[src/rtl/fsp_pkg.sv]
package fsp_pkg;
  typedef struct packed {
    logic sclk;
    logic fs;
    logic sel;
    logic sdi;
  } pins_t;
endpackage

[src/rtl/fsp_sync.sv]
module fsp_sync
  import fsp_pkg::*;
#(
  parameter int STAGES = 2
) (
  input  logic  clk,
  input  logic  rst_n,
  input  pins_t d,
  output pins_t q,
  output pins_t q_prev
);
  localparam int W = $bits(pins_t);

  logic [STAGES-1:0][W-1:0] stg;
  logic [W-1:0]             last;

  always_ff @(posedge clk or negedge rst_n) begin
    if (!rst_n) begin
      stg  <= '0;
      last <= '0;
    end else begin
      stg[0] <= d;
      for (int i = 1; i < STAGES; i++) stg[i] <= stg[i-1];
      last <= stg[STAGES-1];
    end
  end

  assign q      = pins_t'(stg[STAGES-1]);
  assign q_prev = pins_t'(last);
endmodule

[src/rtl/fsp_frame_ctl.sv]
module fsp_frame_ctl
  import fsp_pkg::*;
#(
  parameter int CNT_W       = 6,
  parameter int CHAN_FALL   = 3,
  parameter int SAMPLE_RISE = 15,
  parameter int FSO_RISE    = 16,
  parameter int FRAME_CLKS  = 32
) (
  input  logic             clk,
  input  logic             rst_n,
  input  pins_t            cur,
  input  pins_t            prev,
  output logic             clear,
  output logic             start,
  output logic             rise_ev,
  output logic             fall_ev,
  output logic [CNT_W-1:0] rise_k,
  output logic [CNT_W-1:0] fall_k,
  output logic             acq_active,
  output logic             chan_strobe,
  output logic             conv_take,
  output logic             dev_fs,
  output logic             shutdown
);
  localparam logic [CNT_W-1:0] CNT_MAX = '1;

  logic             armed;
  logic [CNT_W-1:0] rise_cnt, fall_cnt;
  logic             sel_rise, fs_rise, fs_fall, in_conv;

  assign sel_rise = cur.sel & ~prev.sel;
  assign fs_rise  = cur.fs & ~prev.fs & ~cur.sel;
  assign fs_fall  = ~cur.fs & prev.fs & ~cur.sel;
  assign clear    = cur.sel | fs_rise;
  assign start    = fs_fall;
  assign rise_ev  = armed & cur.sclk & ~prev.sclk & ~clear & ~start;
  assign fall_ev  = armed & ~cur.sclk & prev.sclk & ~clear & ~start;
  assign rise_k   = (rise_cnt == CNT_MAX) ? rise_cnt : rise_cnt + 1'b1;
  assign fall_k   = (fall_cnt == CNT_MAX) ? fall_cnt : fall_cnt + 1'b1;
  assign in_conv  = armed & (rise_cnt < CNT_W'(FRAME_CLKS));

  always_ff @(posedge clk or negedge rst_n) begin
    if (!rst_n) begin
      armed       <= 1'b0;
      rise_cnt    <= '0;
      fall_cnt    <= '0;
      acq_active  <= 1'b0;
      chan_strobe <= 1'b0;
      conv_take   <= 1'b0;
      dev_fs      <= 1'b0;
      shutdown    <= 1'b0;
    end else begin
      chan_strobe <= 1'b0;
      conv_take   <= 1'b0;
      if (cur.sel) begin
        armed      <= 1'b0;
        acq_active <= 1'b0;
        dev_fs     <= 1'b0;
        if (sel_rise && in_conv) shutdown <= 1'b1;
      end else if (fs_rise) begin
        armed      <= 1'b0;
        acq_active <= 1'b0;
        dev_fs     <= 1'b0;
        shutdown   <= 1'b0;
      end else if (start) begin
        armed    <= 1'b1;
        rise_cnt <= '0;
        fall_cnt <= '0;
      end else begin
        if (rise_ev) begin
          rise_cnt <= rise_k;
          if (rise_k == CNT_W'(SAMPLE_RISE)) begin
            acq_active <= 1'b0;
            conv_take  <= 1'b1;
          end
          if (rise_k == CNT_W'(FSO_RISE))     dev_fs <= 1'b1;
          if (rise_k == CNT_W'(FSO_RISE + 1)) dev_fs <= 1'b0;
        end
        if (fall_ev) begin
          fall_cnt <= fall_k;
          if (fall_k == CNT_W'(CHAN_FALL)) begin
            chan_strobe <= 1'b1;
            acq_active  <= 1'b1;
          end
        end
      end
    end
  end
endmodule

[src/rtl/fsp_cmd_rx.sv]
module fsp_cmd_rx #(
  parameter int WORD_W = 16,
  parameter int CNT_W  = 6
) (
  input  logic              clk,
  input  logic              rst_n,
  input  logic              start,
  input  logic              fall_ev,
  input  logic [CNT_W-1:0]  fall_k,
  input  logic              sdi,
  output logic [WORD_W-1:0] cmd_word,
  output logic              cmd_valid
);
  logic [WORD_W-1:0] sr;
  logic [WORD_W-1:0] nxt;

  assign nxt = {sr[WORD_W-2:0], sdi};

  always_ff @(posedge clk or negedge rst_n) begin
    if (!rst_n) begin
      sr        <= '0;
      cmd_word  <= '0;
      cmd_valid <= 1'b0;
    end else begin
      cmd_valid <= 1'b0;
      if (start) begin
        sr <= '0;
      end else if (fall_ev && fall_k <= CNT_W'(WORD_W)) begin
        sr <= nxt;
        if (fall_k == CNT_W'(WORD_W)) begin
          cmd_word  <= nxt;
          cmd_valid <= 1'b1;
        end
      end
    end
  end
endmodule

[src/rtl/fsp_res_tx.sv]
module fsp_res_tx #(
  parameter int WORD_W      = 16,
  parameter int CNT_W       = 6,
  parameter int SAMPLE_RISE = 15,
  parameter int OUT_FIRST   = 17
) (
  input  logic              clk,
  input  logic              rst_n,
  input  logic              clear,
  input  logic              start,
  input  logic              rise_ev,
  input  logic [CNT_W-1:0]  rise_k,
  input  logic [WORD_W-1:0] conv_data,
  output logic              sdo
);
  logic [WORD_W-1:0] sr;

  always_ff @(posedge clk or negedge rst_n) begin
    if (!rst_n) begin
      sr  <= '0;
      sdo <= 1'b0;
    end else if (clear || start) begin
      sr  <= '0;
      sdo <= 1'b0;
    end else if (rise_ev) begin
      if (rise_k == CNT_W'(SAMPLE_RISE)) begin
        sr <= conv_data;
      end else if (rise_k >= CNT_W'(OUT_FIRST)) begin
        sdo <= sr[WORD_W-1];
        sr  <= {sr[WORD_W-2:0], 1'b0};
      end
    end
  end
endmodule

[src/rtl/fs_conv_port.sv]
module fs_conv_port
  import fsp_pkg::*;
#(
  parameter int WORD_W      = 16,
  parameter int CHAN_FALL   = 3,
  parameter int SYNC_STAGES = 2
) (
  input  logic              clk,
  input  logic              rst_n,
  input  logic              sclk,
  input  logic              host_fs,
  input  logic              sel_n,
  input  logic              host_sdi,
  input  logic [WORD_W-1:0] conv_data,
  output logic              conv_take,
  output logic [WORD_W-1:0] cmd_word,
  output logic              cmd_valid,
  output logic              sdo,
  output logic              sdo_oe,
  output logic              dev_fs,
  output logic              acq_active,
  output logic              chan_strobe,
  output logic              shutdown
);
  localparam int SAMPLE_RISE = WORD_W - 1;
  localparam int FSO_RISE    = WORD_W;
  localparam int OUT_FIRST   = WORD_W + 1;
  localparam int FRAME_CLKS  = 2 * WORD_W;
  localparam int CNT_W       = $clog2(FRAME_CLKS + 4);

  pins_t            raw, cur, prev;
  logic             clear, start, rise_ev, fall_ev;
  logic [CNT_W-1:0] rise_k, fall_k;

  assign raw = '{sclk: sclk, fs: host_fs, sel: sel_n, sdi: host_sdi};

  fsp_sync #(.STAGES(SYNC_STAGES)) u_sync (
    .clk(clk), .rst_n(rst_n), .d(raw), .q(cur), .q_prev(prev)
  );

  fsp_frame_ctl #(
    .CNT_W(CNT_W), .CHAN_FALL(CHAN_FALL), .SAMPLE_RISE(SAMPLE_RISE),
    .FSO_RISE(FSO_RISE), .FRAME_CLKS(FRAME_CLKS)
  ) u_ctl (
    .clk(clk), .rst_n(rst_n), .cur(cur), .prev(prev),
    .clear(clear), .start(start), .rise_ev(rise_ev), .fall_ev(fall_ev),
    .rise_k(rise_k), .fall_k(fall_k), .acq_active(acq_active),
    .chan_strobe(chan_strobe), .conv_take(conv_take), .dev_fs(dev_fs),
    .shutdown(shutdown)
  );

  fsp_cmd_rx #(.WORD_W(WORD_W), .CNT_W(CNT_W)) u_rx (
    .clk(clk), .rst_n(rst_n), .start(start), .fall_ev(fall_ev),
    .fall_k(fall_k), .sdi(cur.sdi), .cmd_word(cmd_word), .cmd_valid(cmd_valid)
  );

  fsp_res_tx #(
    .WORD_W(WORD_W), .CNT_W(CNT_W), .SAMPLE_RISE(SAMPLE_RISE), .OUT_FIRST(OUT_FIRST)
  ) u_tx (
    .clk(clk), .rst_n(rst_n), .clear(clear), .start(start), .rise_ev(rise_ev),
    .rise_k(rise_k), .conv_data(conv_data), .sdo(sdo)
  );

  assign sdo_oe = ~cur.sel;
endmodule

[config.mk]
export PLATFORM = sky130hd
export DESIGN_NAME = fs_conv_port
export DESIGN_NICKNAME = d
export VERILOG_FILES = /design/src/rtl/fsp_pkg.sv /design/src/rtl/fsp_sync.sv /design/src/rtl/fsp_frame_ctl.sv /design/src/rtl/fsp_cmd_rx.sv /design/src/rtl/fsp_res_tx.sv /design/src/rtl/fs_conv_port.sv
export SDC_FILE = /design/constraint.sdc
export NUM_CORES = 1
export LEC_CHECK = 0
export ABC_AREA = 1
export BUFFER_PORTS_ARGS = -buffer_cell sky130_fd_sc_hd__buf_2
export CAP_MARGIN = 10
export CORE_ASPECT_RATIO = 0.6
export CORE_UTILIZATION = 30
export DETAILED_ROUTE_END_ITERATION = 10
export GPL_ROUTABILITY_DRIVEN = 0
export SYNTH_ARGS = -nofsm -noshare
export SYNTH_HDL_FRONTEND = slang
export SYNTH_SLANG_ARGS = --single-unit
export TNS_END_PERCENT = 30
[constraint.sdc]
create_clock -name clk -period 2.6 [get_ports clk]
set_clock_uncertainty 0.05 [all_clocks]
set_input_delay 0.52 -clock clk [delete_from_list [all_inputs] [get_ports clk]]
set_output_delay 0.52 -clock clk [all_outputs]
set_load 0.005 [all_outputs]
=== Word-level counts from Yosys, hierarchy flattened ===
Cells that the tools add are included.

* Reductions and logical operators: 20
* Bitwise gates (word level): 24
* Add/subtract/negate cells: 2
* Order comparisons: 3
* Multiplexer cells: 48
* Equality and inequality tests: 10

{| class="wikitable"
|+ Operators with widths
! operator !! number
|-
| $mux W16 || 4
|-
| $mux W1 || 36
|-
| $mux W6 || 6
|-
| $mux W15 || 2
|-
| $eq A6 B5 Y1 const B || 3
|-
| $reduce_and A3 Y1 || 5
|-
| $and A1 B1 Y1 || 14
|-
| $add A6 B1 Y6 const B || 2
|-
| $eq A6 B6 Y1 const B || 2
|-
| $reduce_bool A2 Y1 || 6
|-
| $not A1 Y1 || 9
|-
| $reduce_bool A3 Y1 || 3
|-
| $eq A6 B2 Y1 const B || 1
|-
| $eq A6 B4 Y1 const B || 1
|-
| $ge A6 B5 Y1 const B || 1
|-
| $le A6 B5 Y1 const B || 1
|-
| $lt A6 B6 Y1 const B || 1
|-
| $ne A2 B1 Y1 const B || 2
|-
| $reduce_and A2 Y1 || 2
|-
| $reduce_bool A4 Y1 || 1
|-
| $ne A3 B3 Y1 const B || 1
|-
| $logic_and A1 B1 Y1 || 2
|-
| $logic_or A1 B1 Y1 || 1
|-
| $or A1 B1 Y1 || 1
|}

* Input port bits: 22
* Flip-flop bits (word level): 79
* Output and inout bits: 24
* Logic and storage cells: 123

=== Longest topological paths before layout ===
Gate-level depths: netlist (run 1).

* Depth in word-level cells: 13
* Gate-level depth with buffers: 15
* Gate-level depth less buffers: 14

=== By module ===
A second synthesis (run 1) with hierarchy kept.

* Cells, all modules: 496
* Area total of the unflattened synthesis: 4050.1 sq um

{| class="wikitable"
|+ Modules (own cells, without submodules)
! module !! instances !! cells an instance !! area an instance (sq um) !! sequential area each (sq um)
|-
| fsp_cmd_rx || 1 || 149 || 1405.1 || 800.8
|-
| fsp_res_tx || 1 || 184 || 1201.2 || 425.4
|-
| fsp_frame_ctl || 1 || 146 || 1109.8 || 450.4
|-
| fsp_sync || 1 || 16 || 330.3 || 300.3
|-
| fs_conv_port || 1 || 1 || 3.8 || 0.0
|}

=== Worst setup path before layout (run 1) ===
OpenSTA, ideal clock, no wires.

* Path type: reg-to-reg
* From: reg u_ctl.rise_cnt[0]
* To: reg u_tx.sr[10]
* Required time: 2.434 ns
* Stages on the path, launching flop included: 15
* Setup time: 0.116 ns
* Path slack: 0.661 ns
* Clock period less this slack: 1.939 ns
* Arrival: 1.773 ns
* Buffers on the path: 1
* Cells stage by stage: dfrtp_1 ha_1 nand2_2 nor2_4 nand2_2 nand2_2 nor2_1 nand3_1 nand2_1 nand2_1 nand2_2 nand2_4 buf_6 nand2_1 nand2_1

* Word-level cells in the longest chain between the ends: 6
* Elaborated cells on any way between the ends: 10
* Classes of those cells: add/sub (1); order compare (1); eq/ne (2); mux (4); reduce/logical (2)

{| class="wikitable"
|+ RTL lines
! what !! RTL line !! text
|-
| start, declared || fsp_frame_ctl.sv:29 || <nowiki>logic [CNT_W-1:0] rise_cnt, fall_cnt;</nowiki>
|-
| start signal, assigned || fsp_frame_ctl.sv:72 || <nowiki>rise_cnt <= rise_k;</nowiki>
|-
| $add A6 B1 Y6 or $eq A6 B6 Y1 (tied branches) || fsp_frame_ctl.sv:39 || <nowiki>assign rise_k = (rise_cnt == CNT_MAX) ? rise_cnt : rise_cnt + 1'b1;</nowiki>
|-
| $mux W6 * || fsp_frame_ctl.sv:39 ||
|-
| parallel branches: the longest is 4 deep, another holds $ge A6 B5 Y1 || n/a ||
|-
| end signal, assigned || fsp_res_tx.sv:27 || <nowiki>sr <= conv_data;</nowiki>
|-
| end signal, assigned || fsp_res_tx.sv:30 || <nowiki>sr <= {sr[WORD_W-2:0], 1'b0};</nowiki>
|-
| end, declared || fsp_res_tx.sv:16 || <nowiki>logic [WORD_W-1:0] sr;</nowiki>
|}

Mark *: on every way between the ends. The select of a mux whose other input is x is not followed.
A chain may end at the register's enable or synchronous reset.

=== Final worst setup path (run 1) ===
* From: reg u_ctl.rise_cnt[0]
* To: reg u_tx.sr[3]

The elaborated chain is that of the path after synthesis.

==> flow_summary.yaml, run 1 <==
run_status:
  status: "finished, final reports clean"
yosys:
  synth_top_area_share_pct: 49.9
  syn-cell-area_um2: 3910
  ys_ff_latch: 78
  ys_types: 34
  seq_area_frac_synth_pct: 49.9
  synth_edf_count: 0
  syn-instance-count: 497
  synth_async_sr_flop_share_pct: 100
  ys.flop_type: "dfrtp_1"
  synth_top_area_cell: "dfrtp_1"
  synthTopCellsByArea: "dfrtp_1 50%, nand2_1 13%, nand3_1 9.6%, inv_1 7.7%, nor2_1 2.6%"
  synth.avg_cell_area_um2: 7.87
  syn-num-nets: 521
  ys_warn_count: 0
floorplan:
  row_count: 31
  dieWidth_um: 149
  initial_core_util_pct: 31.6
  fp.dieH_um: 90.5
  ios: 46
  core-area_um2: 12400
  die_area_um2: 13500
placed_design:
  io_buffers: 45
  dpl_cell_area_um2: 4300
  dp_slack_ns: 0.209
  dp_hpwl_um: 6300
  dp.cells: 698
worst_setup_path:
  r2r-end: "u_tx.sr[3]"
  cp_top_family: "simple AND/OR/NAND/NOR gates"
  worst-path-buf-inv: 0
  critical_path_arrival_ns: 2.63
  r2r_cells: 11
  path_cells: "ha_1 -> nand2_2 -> nor2_4 -> nand3_1 -> nand2_1 -> nand2_2 -> nor2_8 -> nand3_4 -> nand2_4 -> nand2_1 -> nand2_1"
  rrSetupSlack_ns: 0.19
  regToRegStartpoint: "u_ctl.rise_cnt[0]"
  end_kind: "flop"
  crit_required_ns: 2.82
  crit_type: "flop to flop"
  path_max_fanout: 18
  startpoint_type: "flop"
  path_common_cell: "nand2_1"
  cp_slowest_cell: "dfrtp_1"
  cpPeakStageDelay_ns: 0.48
  crit_start: "u_ctl.rise_cnt[0]"
finish:
  nets: 568
  syn_to_final_growth_pct: 17.9
  multi_input_area_um2: 1520
  register_area_um2: 1950
  final_area_um2: 4610
  drive_above_1_share_pct: 17.7
  nFillCells: 1247
  final_cells: 712
  antenna_cells: 0
clock_network:
  cts_resized: 0
  clock_latency_ns: 0.33
  cts_root_buffer: "clkbuf_16"
  htreeDepth: 3
  numCtsBuffers: 9
  cts_tree: "done"
  holdBufCountCts: 0
  clk_pin_slew_ns: 0.06
  clk_path_buf_depth: 2
  post_cts_buffers: 0
  clock-sinks: 78
timing:
  drv_slew: 0
  tns_ns: 0
  finalCriticalPeriod_ns: 2.41
  fin_crit_sh_pct: 92.6
  holdWs_ns: 0.110
  rsz0062_at_grt: "false"
  worst-slew-pin-transition_ns: 0.776
  maxSlewHeadroom_pct: 47.8
  setup_ws_ns: 0.192
  setup_viol: 0
  hold_violations: 0
  timing.fmax_mhz: 415
power_and_ir_drop:
  p_clk_share_pct: 48.0
  pwr_density_cell_nw_per_um2: 594
  seq_power_share_pct: 45.8
  p_comb_share_pct: 6.2
  peakVddDrop_v: 0.000295
  p_int_mw: 2.14
  p_leak_nw: 2.62
  switching_share_pct: 21.8
  switching_power_mw: 0.599
routing:
  firstDrtPassIters: 5
  dr.first_iter.drc_count: 237
  totalWireLength_um: 8880
  antenna_left: 0
  vias: 3250
  vias_per_cell: 4.56
  detail_route.wl_per_cell_um: 12.5
  drcViolationCount: 0
grt:
  grt_overflow: 0
  grt_pass1_vias: 2986
  grt_first_pass_wirelength_um: 15000
  grt_max_degree: 42
  grt_use_total_pct: 14.2
  antenna_found_initial: 0
worst_hold_path:
  min_path_type: "input port to asynchronous set/reset pin"
flow_run:
  maxCapViolations: 0
==> cell usage in the layout (no fill, tap or decap), drive strengths merged, types with 3 or more instances in the layout <==
| master | instances |
|---|---|
| nand2 | 154 |
| inv | 85 |
| dfrtp | 78 |
| nand3 | 78 |
| buf | 53 |
| nor2 | 33 |
| o21ai | 29 |
| clkbuf | 10 |
| o22ai | 5 |
| a21oi | 3 |
==> final cells by class <==
| type | instances | area share (%) |
|---|---|---|
| multi-input cells | 317 | 33.0 |
| clock inverters | 4 | 1.57 |
| inverters | 85 | 6.92 |
| flip-flops and latches | 78 | 42.3 |
| repair buffers | 53 | 6.51 |
| clock buffers | 10 | 5.18 |
| well taps | 165 | 4.48 |
==> per-stage QoR <==
| stage | total power [mW] | utilization (%) |
|---|---|---|
| CTS | 2.78 | 37.3 |
| global route | 2.86 | 37.3 |
| floorplan | 1.37 | - |
| detailed placement | 1.44 | 34.8 |
| global placement | 1.44 | 34.8 |
| finish | 2.74 | 37.3 |
==> synthesized netlist by cell type (3+ instances only) <==
master / instances
a21oi_1: 3
dfrtp_1: 78
nand2_2: 12
buf_4: 4
o21ai_0: 12
nor2_1: 27
o22ai_1: 5
o21ai_1: 17
nor2_4: 3
nand3_1: 75
buf_6: 4
nand2_1: 140
inv_1: 80
inv_2: 5
buf_2: 5
==> flip-flops by register name, summed over array words and instances (netlist names) <==
register,cells
u_rx.cmd_word,16
u_tx.sr,16
u_rx.sr,15
u_ctl.fall_cnt,6
u_ctl.rise_cnt,6
u_sync.q,4
u_sync.stg,4
u_sync.q_prev,3
u_ctl.acq_active,1
u_ctl.armed,1
u_ctl.chan_strobe,1
u_ctl.conv_take,1
u_ctl.dev_fs,1
u_ctl.shutdown,1
u_rx.cmd_valid,1
u_tx.sdo,1
==> worst max-delay path by stage <==
stage | slack (ns) | endpoint | cells past startpoint
6_report | 0.19 | u_tx.sr[3] | 11
4_1_cts | 0.19 | u_tx.sr[0] | 9
3_5_place_dp | 0.21 | u_tx.sr[8] | 9
3_3_place_gp | 0.35 | u_tx.sr[15] | 10
2_1_floorplan | 0.66 | u_tx.sr[10] | 14
5_1_grt | 0.007 | u_tx.sr[3] | 11
==> metal layers <==
metal	routed length [µm]	track usage [%]
met5	0	0
met4	51	2.55
met3	697	5.30
met2	3540	19.1
met1	4590	21.3
==> power by group through the flow <==
stage                     clock network, mW  registers (mW)  logic (mW)
after global placement                    0            1.27       0.169
final                                  1.32            1.25       0.170
after detailed placement                  0            1.27       0.171
after floorplan                           0            1.27      0.0976
after global routing                   1.41            1.25       0.191
after CTS                              1.35            1.25       0.172
==> cell families after synthesis <==
group / after synthesis / synth area share [%]
compound gates: 41 / 5.69
fa+ha+maj: 2 / 0.639
flops: 78 / 49.9
xor+xnor: 3 / 0.671
buf+inv: 102 / 11.2
simple gates: 271 / 31.9
(Power assumes the default switching activity.)
==> inputs of run 2 (changes only) <==
- BUFFER_PORTS_ARGS: -buffer_cell sky130_fd_sc_hd__buf_2 -> -buffer_cell sky130_fd_sc_hd__clkbuf_2
- RECOVER_POWER: default -> 100
==> flow_summary.yaml, run 2 (synthesis results as in run 1) <==
finish:
  nets: 569
  antenna_cells: 0
  final_common_cell: "nand2_1"
  drive_above_1_share_pct: 14.4
  mostFrequentLayoutCells: "143 x nand2_1, 82 x inv_1, 78 x dfrtp_1"
  reg.largest.list: "u_rx.cmd_word (16), u_tx.sr (16), u_rx.sr (15)"
  syn_to_final_growth_pct: 16.5
  postLayoutCoreUtil_pct: 36.9
clock_network:
  clk_path_buf_depth: 2
  clock_latency_ns: 0.34
  numCtsBuffers: 9
  clock-sinks: 78
  cts_root_buffer: "clkbuf_16"
  htreeDepth: 3
  clk_pin_slew_ns: 0.06
  cts_tree: "done"
  post_cts_buffers: 0
  holdBufCountCts: 0
  cts_resized: 0
worst_setup_path:
  end_kind: "flop"
  startpoint_type: "flop"
  cp_slowest_cell: "dfrtp_1"
  path_max_fanout: 18
  crit_start: "u_ctl.rise_cnt[0]"
  regToRegStartpoint: "u_ctl.rise_cnt[0]"
  worst-path-buf-inv: 1
  crit_type: "flop to flop"
  path_common_cell: "nand2_1"
  cpPeakStageDelay_ns: 0.46
  critical_path_arrival_ns: 2.60
  path_cells: "ha_1 -> a21oi_1 -> nand2_1 -> nand2_2 -> inv_2 -> nor2_4 -> nand3_4 -> nand2_4 -> nand2_1 -> nand2_1"
  crit_required_ns: 2.82
  cp_top_family: "simple AND/OR/NAND/NOR gates"
routing:
  firstDrtPassIters: 5
  detail_route.wl_per_cell_um: 12.1
  met3WireLength_um: 619
  vias_per_cell: 4.53
  vias: 3241
  antenna_left: 0
  route.met2.wl_um: 3280
  drcViolationCount: 0
  top_layer: "met4"
  totalWireLength_um: 8650
  wl_met1_um: 4670
  dr.first_iter.drc_count: 230
run_status:
  status: "finished, final reports clean"
grt:
  grt_overflow: 0
  grt_pass1_vias: 3009
  grt_first_pass_wirelength_um: 14600
  grt_use_total_pct: 13.8
  antenna_found_initial: 0
  grt_max_degree: 44
power_and_ir_drop:
  switching_power_mw: 0.624
  p_comb_share_pct: 6.3
  switching_share_pct: 23.6
  p_leak_nw: 2.55
  p_int_mw: 2.02
  peakVddDrop_v: 0.000335
  pwr_density_cell_nw_per_um2: 580
  total_power_mw: 2.65
  p_clk_share_pct: 46.4
  seq_power_share_pct: 47.3
timing:
  finalCriticalPeriod_ns: 2.38
  fin_crit_sh_pct: 91.5
  maxSlewHeadroom_pct: 24.0
  hold_violations: 0
  worst-slew-pin-transition_ns: 1.14
  tns_ns: 0
  rsz0062_at_grt: "false"
  timing.fmax_mhz: 420
  drv_slew: 0
  setup_viol: 0
floorplan:
  die_area_um2: 13500
  row_count: 31
  ios: 46
  fp.dieH_um: 90.5
  core-area_um2: 12400
  dieWidth_um: 149
  initial_core_util_pct: 31.6
worst_hold_path:
  min_path_type: "input port to flop"
  hp-start: "host_sdi"
placed_design:
  dp_hpwl_um: 6140
  io_buffers: 45
flow_run:
  maxCapViolations: 0
run 2: worst register-to-register path: stages (launching register included):
cell and delay, ns:
dfrtp_1 0.46, ha_1 0.31, a21oi_1 0.17, nand2_1 0.08
nand2_2 0.10, inv_2 0.06, nor2_4 0.39, nand3_4 0.29
nand2_4 0.26, nand2_1 0.09, nand2_1 0.06
run 2: stage by stage:
| stage | hold WS, ns | setup WS [ns] | cells | area, µm² |
|---|---|---|---|---|
| after floorplan | 0.174 | 0.661 | 497 | 3910 |
| after global placement | 0.283 | 0.366 | 699 | 4310 |
| after detailed placement | 0.286 | 0.250 | 699 | 4310 |
| after CTS | 0.145 | 0.224 | 715 | 4600 |
| after global routing | 0.220 | 0.00146 | 715 | 4560 |
| final | 0.233 | 0.222 | 715 | 4560 |
run 2: final cells by class:
type | count | area (µm²)
clock inverters | 6 | 62.6
clock buffers | 10 | 229
fillers | 1256 | 7810
inverters | 85 | 319
multi-input cells | 317 | 1510
flip-flops and latches | 78 | 1950
well taps | 165 | 206
repair buffers | 54 | 278
run 2: final timing paths:
| kind | to | slack [ns] | depth (start not counted) |
|---|---|---|---|
| max | u_tx.sr[13] | 0.22 | 10 |
| min | u_sync.stg[0] | 0.23 | 1 |
| max reg2reg | u_tx.sr[13] | 0.22 | 10 |
| min reg2reg | u_sync.q[2] | 0.30 | 0 |
| max in group asynchronous | u_rx.cmd_word[1] | 0.45 | 2 |
| min in group asynchronous | u_ctl.rise_cnt[3] | 0.31 | 1 |
run 2: power groups by stage:
| stage | combinational (mW) | sequential [mW] | clock (mW) |
|---|---|---|---|
| 2_1_floorplan | 0.0976 | 1.27 | 0 |
| 3_3_place_gp | 0.170 | 1.27 | 0 |
| 3_5_place_dp | 0.172 | 1.27 | 0 |
| 4_1_cts | 0.174 | 1.25 | 1.27 |
| 5_1_grt | 0.187 | 1.25 | 1.32 |
| 6_report | 0.166 | 1.25 | 1.23 |
run 2: per-layer routing:
layer,up-vias,GRT usage [%]
li1,1649,-
met1,1482,21.0
met2,100,18.1
met3,10,4.39
met4,0,4.00
met5,-,0
